[config.mk]
export PLATFORM = sky130hd
export DESIGN_NAME = fpmul_pipe
export DESIGN_NICKNAME = d
export VERILOG_FILES = /design/src/rtl/fpm_pkg.sv /design/src/rtl/fpm_classify.sv /design/src/rtl/fpm_round.sv /design/src/rtl/fpm_delay.sv /design/src/rtl/fpmul_pipe.sv
export SDC_FILE = /design/constraint.sdc
export NUM_CORES = 2
export LEC_CHECK = 0
export BUFFER_PORTS_ARGS = -buffer_cell sky130_fd_sc_hd__buf_2
export CAP_MARGIN = 20
export CORE_ASPECT_RATIO = 0.75
export CORE_MARGIN = 3
export CORE_UTILIZATION = 40
export DETAILED_ROUTE_END_ITERATION = 7
export MAX_ROUTING_LAYER = met4
export PLACE_DENSITY = 0.65
export SLEW_MARGIN = 20
export SYNTH_ARGS = -nofsm -noshare
export SYNTH_HDL_FRONTEND = slang
export SYNTH_SLANG_ARGS = --single-unit
[constraint.sdc]
create_clock -name clk -period 6.3 [get_ports clk]
set_clock_uncertainty 0.2 [all_clocks]
set_input_delay 1.26 -clock clk [delete_from_list [all_inputs] [get_ports clk]]
set_output_delay 1.26 -clock clk [all_outputs]
set_load 0.01 [all_outputs]
[src/rtl/fpm_pkg.sv]
`timescale 1ns/1ps
package fpm_pkg;
  localparam int EXP_W  = 8;
  localparam int FRAC_W = 23;
  localparam int WORD_W = 1 + EXP_W + FRAC_W;
  localparam int SIG_W  = FRAC_W + 1;
  localparam int PROD_W = 2 * SIG_W;
  localparam int EXT_W  = EXP_W + 2;
  localparam int BIAS   = (1 << (EXP_W - 1)) - 1;
  localparam int EXP_MAX = (1 << EXP_W) - 1;

  localparam logic [WORD_W-1:0] QNAN_WORD = {1'b0, {EXP_W{1'b1}}, 2'b10, {(FRAC_W-2){1'b0}}};
  localparam logic [WORD_W-1:0] SNAN_WORD = {1'b0, {EXP_W{1'b1}}, 2'b01, {(FRAC_W-2){1'b0}}};

  typedef enum logic [1:0] {OPK_FIN, OPK_ZERO, OPK_INF, OPK_NAN} opkind_e;

  typedef struct packed {
    logic ovf;
    logic unf;
    logic qnan;
    logic snan;
    logic pinf;
    logic ninf;
  } fpm_flags_t;

  localparam int FLAG_W = $bits(fpm_flags_t);
endpackage

[src/rtl/fpm_classify.sv]
`timescale 1ns/1ps
module fpm_classify
  import fpm_pkg::*;
(
  input  logic [WORD_W-1:0] word,
  output opkind_e           kind
);
  logic [EXP_W-1:0]  exp_f;
  logic [FRAC_W-1:0] frac_f;

  always_comb begin
    exp_f  = word[WORD_W-2:FRAC_W];
    frac_f = word[FRAC_W-1:0];
    if (exp_f == '0)
      kind = OPK_ZERO;
    else if (exp_f == {EXP_W{1'b1}})
      kind = (frac_f == '0) ? OPK_INF : OPK_NAN;
    else
      kind = OPK_FIN;
  end
endmodule

[src/rtl/fpm_round.sv]
`timescale 1ns/1ps
module fpm_round
  import fpm_pkg::*;
(
  input  logic                    sign,
  input  logic signed [EXT_W-1:0] esum,
  input  logic [PROD_W-1:0]       prod,
  output logic [WORD_W-1:0]       word,
  output fpm_flags_t              flags
);
  localparam logic signed [EXT_W-1:0] E_TOP = EXT_W'(EXP_MAX);

  logic                    hi;
  logic [PROD_W-1:0]       norm;
  logic [FRAC_W-1:0]       frac;
  logic                    guard, sticky, rnd;
  logic [FRAC_W:0]         sum;
  logic signed [EXT_W-1:0] e_fin;

  always_comb begin
    hi     = prod[PROD_W-1];
    norm   = hi ? prod : (prod << 1);
    frac   = norm[PROD_W-2 -: FRAC_W];
    guard  = norm[PROD_W-2-FRAC_W];
    sticky = |norm[PROD_W-3-FRAC_W:0];
    rnd    = guard & (sticky | frac[0]);
    sum    = {1'b0, frac} + {{FRAC_W{1'b0}}, rnd};
    e_fin  = esum + $signed({{(EXT_W-1){1'b0}}, hi})
                  + $signed({{(EXT_W-1){1'b0}}, sum[FRAC_W]});
    flags  = '0;
    if (e_fin >= E_TOP) begin
      word       = SNAN_WORD;
      flags.ovf  = 1'b1;
      flags.snan = 1'b1;
    end else if (e_fin <= 0) begin
      word       = SNAN_WORD;
      flags.unf  = 1'b1;
      flags.snan = 1'b1;
    end else begin
      word = {sign, e_fin[EXP_W-1:0], sum[FRAC_W-1:0]};
    end
  end
endmodule

[src/rtl/fpm_delay.sv]
`timescale 1ns/1ps
module fpm_delay #(
  parameter int W = 8,
  parameter int D = 4
) (
  input  logic         clk,
  input  logic         rst_n,
  input  logic [W-1:0] d,
  output logic [W-1:0] q
);
  generate
    if (D == 0) begin : g_pass
      assign q = d;
    end else begin : g_line
      logic [W-1:0] taps [D];
      always_ff @(posedge clk or negedge rst_n) begin
        if (!rst_n) begin
          for (int i = 0; i < D; i++) taps[i] <= '0;
        end else begin
          taps[0] <= d;
          for (int i = 1; i < D; i++) taps[i] <= taps[i-1];
        end
      end
      assign q = taps[D-1];
    end
  endgenerate
endmodule

[src/rtl/fpmul_pipe.sv]
`timescale 1ns/1ps
module fpmul_pipe
  import fpm_pkg::*;
#(
  parameter int LATENCY = 14
) (
  input  logic        clk,
  input  logic        rst_n,
  input  logic        in_valid,
  input  logic [31:0] op_a,
  input  logic [31:0] op_b,
  output logic        out_valid,
  output logic [31:0] result,
  output logic        flg_ovf,
  output logic        flg_unf,
  output logic        flg_qnan,
  output logic        flg_snan,
  output logic        flg_pinf,
  output logic        flg_ninf
);
  localparam int CORE_STAGES = 3;
  localparam int TAIL        = LATENCY - CORE_STAGES;
  localparam int BUS_W       = 1 + WORD_W + FLAG_W;

  // stage 0: operand decode (combinational)
  opkind_e                 ka, kb;
  logic signed [EXT_W-1:0] esum0;

  fpm_classify u_cls_a (.word(op_a), .kind(ka));
  fpm_classify u_cls_b (.word(op_b), .kind(kb));

  assign esum0 = $signed({2'b00, op_a[WORD_W-2:FRAC_W]})
               + $signed({2'b00, op_b[WORD_W-2:FRAC_W]})
               - $signed(EXT_W'(BIAS));

  // stage 1 registers
  logic                    s1_v, s1_sign;
  opkind_e                 s1_ka, s1_kb;
  logic signed [EXT_W-1:0] s1_esum;
  logic [SIG_W-1:0]        s1_ma, s1_mb;

  always_ff @(posedge clk or negedge rst_n) begin
    if (!rst_n) begin
      s1_v <= 1'b0; s1_sign <= 1'b0;
      s1_ka <= OPK_ZERO; s1_kb <= OPK_ZERO;
      s1_esum <= '0; s1_ma <= '0; s1_mb <= '0;
    end else begin
      s1_v    <= in_valid;
      s1_sign <= op_a[WORD_W-1] ^ op_b[WORD_W-1];
      s1_ka   <= ka;
      s1_kb   <= kb;
      s1_esum <= esum0;
      s1_ma   <= {1'b1, op_a[FRAC_W-1:0]};
      s1_mb   <= {1'b1, op_b[FRAC_W-1:0]};
    end
  end

  // special-case decision, in parallel with the significand product
  logic              spec1;
  logic [WORD_W-1:0] sword1;
  fpm_flags_t        sflags1;

  always_comb begin
    spec1   = 1'b1;
    sword1  = '0;
    sflags1 = '0;
    if (s1_ka == OPK_NAN || s1_kb == OPK_NAN) begin
      sword1 = QNAN_WORD; sflags1.qnan = 1'b1;
    end else if ((s1_ka == OPK_ZERO && s1_kb == OPK_INF) ||
                 (s1_ka == OPK_INF && s1_kb == OPK_ZERO)) begin
      sword1 = QNAN_WORD; sflags1.qnan = 1'b1;
    end else if (s1_ka == OPK_INF || s1_kb == OPK_INF) begin
      sword1 = {s1_sign, {EXP_W{1'b1}}, {FRAC_W{1'b0}}};
      sflags1.pinf = !s1_sign;
      sflags1.ninf = s1_sign;
    end else if (s1_ka == OPK_ZERO || s1_kb == OPK_ZERO) begin
      sword1 = '0;
    end else begin
      spec1 = 1'b0;
    end
  end

  // stage 2 registers
  logic                    s2_v, s2_sign, s2_spec;
  logic signed [EXT_W-1:0] s2_esum;
  logic [PROD_W-1:0]       s2_prod;
  logic [WORD_W-1:0]       s2_sword;
  fpm_flags_t              s2_sflags;

  always_ff @(posedge clk or negedge rst_n) begin
    if (!rst_n) begin
      s2_v <= 1'b0; s2_sign <= 1'b0; s2_spec <= 1'b0;
      s2_esum <= '0; s2_prod <= '0; s2_sword <= '0; s2_sflags <= '0;
    end else begin
      s2_v      <= s1_v;
      s2_sign   <= s1_sign;
      s2_spec   <= spec1;
      s2_esum   <= s1_esum;
      s2_prod   <= s1_ma * s1_mb;
      s2_sword  <= sword1;
      s2_sflags <= sflags1;
    end
  end

  // normalise, round, range check
  logic [WORD_W-1:0] rword;
  fpm_flags_t        rflags;

  fpm_round u_round (
    .sign (s2_sign),
    .esum (s2_esum),
    .prod (s2_prod),
    .word (rword),
    .flags(rflags)
  );

  // stage 3 registers, qualified by valid
  logic              s3_v;
  logic [WORD_W-1:0] s3_word;
  fpm_flags_t        s3_flags;

  always_ff @(posedge clk or negedge rst_n) begin
    if (!rst_n) begin
      s3_v <= 1'b0; s3_word <= '0; s3_flags <= '0;
    end else begin
      s3_v     <= s2_v;
      s3_word  <= !s2_v ? '0 : (s2_spec ? s2_sword : rword);
      s3_flags <= !s2_v ? '0 : (s2_spec ? s2_sflags : rflags);
    end
  end

  // latency padding
  logic [BUS_W-1:0] tail_q;
  fpm_flags_t       out_flags;

  fpm_delay #(.W(BUS_W), .D(TAIL)) u_tail (
    .clk  (clk),
    .rst_n(rst_n),
    .d    ({s3_v, s3_word, s3_flags}),
    .q    (tail_q)
  );

  assign out_valid = tail_q[BUS_W-1];
  assign result    = tail_q[BUS_W-2 -: WORD_W];
  assign out_flags = fpm_flags_t'(tail_q[FLAG_W-1:0]);
  assign flg_ovf   = out_flags.ovf;
  assign flg_unf   = out_flags.unf;
  assign flg_qnan  = out_flags.qnan;
  assign flg_snan  = out_flags.snan;
  assign flg_pinf  = out_flags.pinf;
  assign flg_ninf  = out_flags.ninf;
endmodule

==> impl_summary.log <==
[metrics] final net count: between 4000 and 5000
[metrics] startpoint of the worst register-to-register path: s1_ma[14]
[metrics] post-synthesis cell count: approximately 3100
[metrics] remaining routing DRC violations: 0
[metrics] register-to-register setup slack: -0.71 ns
[metrics] later-pin clock latency in the skew report: 0.65 ns
[metrics] total I/O pin count: ~110
[metrics] vias after detailed routing: ~22000
[metrics] max-slew headroom at the worst pin: a little over a third
[metrics] half-perimeter wire length after placement: ~63 mm
[metrics] Pre-Repair DR Iteration Count: 7
[metrics] destination of the critical timing path: s2_prod[44]
[metrics] vias per inst: roughly 4.7
[metrics] largest net degree at the start of global routing: between 150 and 200
[metrics] share of the clock period used by the worst path after layout: 111%
[metrics] EDFF count, synth: 0
[metrics] standard-cell row count: 94
[metrics] Die X-Extent: around 350 um
[metrics] count of unique library cells instantiated by Yosys: between 70 and 80
[metrics] result of the run: finished, violations left
[metrics] overall fraction of global-route tracks in use: a little under a fifth
[metrics] synthesized area divided by synthesized cell count: roughly 12 um2
[metrics] maximum capacitance violations: 0
[metrics] GR Overflow Total: 0
[metrics] max-slew violation total from the final report: 0
[metrics] cell area after placement: 39800 um2
[metrics] Worst Setup Slack post-DPL: -0.958 ns
[metrics] critical path data arrival time: between 7 and 8 ns
[metrics] synthesis-to-layout area growth: 17.3%
[metrics] portion of the post-synthesis area used by sequential elements: 41.1%
[metrics] CTS Sinks: between 500 and 600
[metrics] starting DRC count in detailed routing: ~1400
[metrics] total detailed-routing wirelength: slightly above 80 mm
[metrics] cell area after synthesis: approximately 36000 um2
[metrics] flip-flop cell with the highest count after synthesis: sky130_fd_sc_hd__dfrtp_1
[metrics] Routed Antenna Nets: 0
[metrics] cell with the largest stage delay on the worst path: sky130_fd_sc_hd__fa_1
[metrics] Die Area: around 94000 um2
[metrics] gate family responsible for the most delay along the worst path: adder cells
[metrics] Syn. warnings: 0
[metrics] Highest Clock Rate: around 140 MHz
[metrics] cell chain of the critical path: buf_12 -> and2_1 -> fa_1 -> inv_1 -> fa_1 -> inv_1 -> fa_1 -> fa_1 -> fa_2 -> fa_1 -> inv_1 -> fa_1 -> inv_2 -> ha_4 -> nand4_1 -> buf_4 -> a2111oi_4 -> buf_4 -> buf_6 -> o31ai_2 -> a21boi_1 -> buf_4 -> a31oi_2 -> xnor2_1
[metrics] fin crit period: between 7 and 8 ns
[metrics] cell count of the worst hold path: 0
[metrics] crit-path max cell delay: between 0.5 and 0.6 ns
[metrics] cell count of the worst reg-to-reg path: 24
[metrics] post-route cell area: 42600 um2
[metrics] worst-case setup margin in the final layout: -0.712 ns
[metrics] nets in the synthesized netlist: roughly 3900
[metrics] fraction of layout instances using a drive strength above 1: 17.2%
[metrics] number of antenna violations at the first check in global routing: 3
[metrics] total negative slack: -14.32 ns
[metrics] final core utilization: between 40% and 50%
[metrics] synthesized flop and latch total: 596
[metrics] failing checks: negative setup slack
[metrics] startpoint type of the worst setup path: flop
[metrics] clock tree from TritonCTS: built
[metrics] CORE AREA: 88800 um2
[metrics] start point of the critical path: s1_ma[14]
[metrics] clock-pin transition on the worst setup and hold timing paths: roughly 0.07 ns
[metrics] maximum buffer depth of the clock tree: 3
[metrics] routed length per placed instance: 17.4 um
[metrics] buffer type at the clock tree root: sky130_fd_sc_hd__clkbuf_16
[metrics] Tightest Hold Check Type: reg2reg
[metrics] Post-synth ARST share: 100%
[metrics] setup repair after global routing missed its margin: yes
[metrics] starting density of the core: between 40% and 50%
[metrics] Setup crit end kind: flop
[metrics] global-route wire length before repair: about 130 mm
[metrics] data required time of the worst path: about 6.6 ns
[metrics] Crit path depth: 24
[metrics] type of the worst setup path: reg2reg
[metrics] worst-margin pin slew: ~0.96 ns
[metrics] cell occurring most often along the worst timing path: sky130_fd_sc_hd__fa_1
[metrics] number of buffers inserted by port buffering: around 110
[metrics] CTS Hold Bufs: 0
[metrics] Max FO, Critical Path: 12
[metrics] r2r endpoint: s2_prod[44]
[metrics] Critical path buffers and inverters: 9
[metrics] die extent in y: between 200 and 300 um
[metrics] H-tree levels: 2
[metrics] final setup violation count: 29
[metrics] number of clock buffers inserted by TritonCTS: 54
[metrics] global placement routability congestion: just over 0.9
[metrics] vias in the first global route: approximately 23000
[metrics] total count of hold-check failures in the final report: 0
[metrics] Fillers: roughly 7800
stage by stage:
stage	instances	hold WS, ns
after floorplan	3122	0.131
after global placement	4526	0.131
after detailed placement	4526	0.135
after CTS	4636	0.113
after global routing	4649	0.118
final	4649	0.114
layout by cell type (no fill, tap or decap), types with 25 or more instances in the layout:
cell type / n
sky130_fd_sc_hd__clkbuf_16: 54
sky130_fd_sc_hd__a21oi_1: 47
sky130_fd_sc_hd__dfrtp_1: 584
sky130_fd_sc_hd__nand2_1: 332
sky130_fd_sc_hd__a21o_1: 25
sky130_fd_sc_hd__nor2_1: 53
sky130_fd_sc_hd__buf_4: 231
sky130_fd_sc_hd__nand3_1: 31
sky130_fd_sc_hd__fa_1: 470
sky130_fd_sc_hd__xor2_1: 30
sky130_fd_sc_hd__buf_6: 26
sky130_fd_sc_hd__buf_2: 104
sky130_fd_sc_hd__ha_1: 174
sky130_fd_sc_hd__xnor2_1: 50
sky130_fd_sc_hd__and2_1: 285
sky130_fd_sc_hd__inv_1: 563
cell families (layout without fill, tap and decap cells):
kind of cell,after synthesis,in the layout,synth area share [%]
AND/OR/NAND/NOR,825,825,11.5
buffers and inverters,732,1058,7.94
adder cells (fa/ha/maj),675,675,33.3
flip-flops,596,596,41.1
AO/OA/AOI/OAI,190,190,3.57
XOR/XNOR,85,85,2.05
multiplexers,18,18,0.514
other,1,2,0.0103
cells in the mapped netlist, drive strengths merged, types with 2 or more instances:
master | count | area [um2]
o21a | 3 | 22.5
clkbuf | 117 | 440
a221o | 3 | 30.0
and3 | 15 | 93.8
nor2 | 56 | 210
mux2 | 5 | 56.3
xnor2 | 53 | 464
fa | 484 | 9690
nor3b | 6 | 45.0
ha | 191 | 2390
a21boi | 4 | 30.0
o41ai | 2 | 17.5
nand2 | 336 | 1260
nand4 | 19 | 119
and3b | 2 | 17.5
dfstp | 2 | 52.6
o21ai | 28 | 151
o311ai | 2 | 17.5
a211o | 2 | 17.5
and4 | 5 | 43.8
a221oi | 5 | 67.6
a21oi | 56 | 280
a31oi | 11 | 68.8
nor3 | 10 | 50.1
or3 | 5 | 31.3
nor2b | 11 | 68.8
nand2b | 4 | 25.0
dfrtp | 594 | 14900
buf | 39 | 277
o31ai | 2 | 15.0
o21bai | 9 | 67.6
o211ai | 7 | 52.6
nand3 | 32 | 160
mux2i | 13 | 130
inv | 576 | 2160
o31a | 2 | 17.5
a211oi | 16 | 125
and2 | 295 | 1850
xor2 | 32 | 280
a31o | 3 | 26.3
nor4 | 22 | 144
a21o | 25 | 188
nor4b | 2 | 23.8
a311oi | 2 | 17.5
worst min path at each step:
stage,from,to
6_report,u_tail.g_line.taps[242],u_tail.g_line.taps[203]
3_5_place_dp,u_tail.g_line.taps[152],u_tail.g_line.taps[113]
2_1_floorplan,s1_esum[0],s2_esum[0]
4_1_cts,u_tail.g_line.taps[242],u_tail.g_line.taps[203]
3_3_place_gp,u_tail.g_line.taps[226],u_tail.g_line.taps[187]
5_1_grt,u_tail.g_line.taps[366],u_tail.g_line.taps[327]
final cells by class:
cell class	count	area (um2)	area share (%)
diodes	1	2.50	0.00588
clock buffers	73	1550	3.65
well taps	1200	1500	3.53
repair buffers	382	2960	6.96
clock inverters	27	448	1.05
multi-input cells	1794	19000	44.6
inverters	576	2160	5.09
flip-flops and latches	596	14900	35.1
registers in the layout, summed over array words and instances, names as in the netlist:
name,cells
s1_v,1
s2_esum,10
s3_flags,6
s1_mb,23
s1_kb,2
s1_ma,24
s3_word,32
s2_v,1
s1_sign,1
s2_spec,1
s1_ka,2
s3_v,1
u_tail.g_line.taps,390
s2_sflags,1
s2_sign,1
u_tail.q,39
s1_esum,10
s2_sword,3
s2_prod,48
what timing repair did:
action | in CTS | in global routing
setup buffers | 10 | 13
pin swaps | 55 | 35
endpoints found under the setup margin | 30 | 31
resized for setup | 93 | 50
worst register-to-register path, cell delays in order (launching register included):
cell and delay (ns):
sky130_fd_sc_hd__dfrtp_2 0.50, sky130_fd_sc_hd__buf_12 0.18, sky130_fd_sc_hd__and2_1 0.17, sky130_fd_sc_hd__fa_1 0.54, sky130_fd_sc_hd__inv_1 0.08, sky130_fd_sc_hd__fa_1 0.55
sky130_fd_sc_hd__inv_1 0.06, sky130_fd_sc_hd__fa_1 0.48, sky130_fd_sc_hd__fa_1 0.57, sky130_fd_sc_hd__fa_2 0.45, sky130_fd_sc_hd__fa_1 0.50, sky130_fd_sc_hd__inv_1 0.06
sky130_fd_sc_hd__fa_1 0.55, sky130_fd_sc_hd__inv_2 0.07, sky130_fd_sc_hd__ha_4 0.27, sky130_fd_sc_hd__nand4_1 0.22, sky130_fd_sc_hd__buf_4 0.23, sky130_fd_sc_hd__a2111oi_4 0.18
sky130_fd_sc_hd__buf_4 0.21, sky130_fd_sc_hd__buf_6 0.12, sky130_fd_sc_hd__o31ai_2 0.06, sky130_fd_sc_hd__a21boi_1 0.17, sky130_fd_sc_hd__buf_4 0.16, sky130_fd_sc_hd__a31oi_2 0.09
sky130_fd_sc_hd__xnor2_1 0.19
layer usage:
layer / part of all wire [%] / wire length (um) / GRT usage [%] / vias up
li1: - / - / - / 9957
met1: 48 / 38900 / 26.9 / 11139
met2: 43 / 34700 / 25.8 / 524
met3: 7.8 / 6330 / 4.99 / 71
met4: 1.4 / 1140 / 3.13 / 0
met5: 0 / 0 / - / -
Power is left out: the tool's default activity adds up to more than one toggle a clock period on the data nets, which glitch-free logic cannot reach.
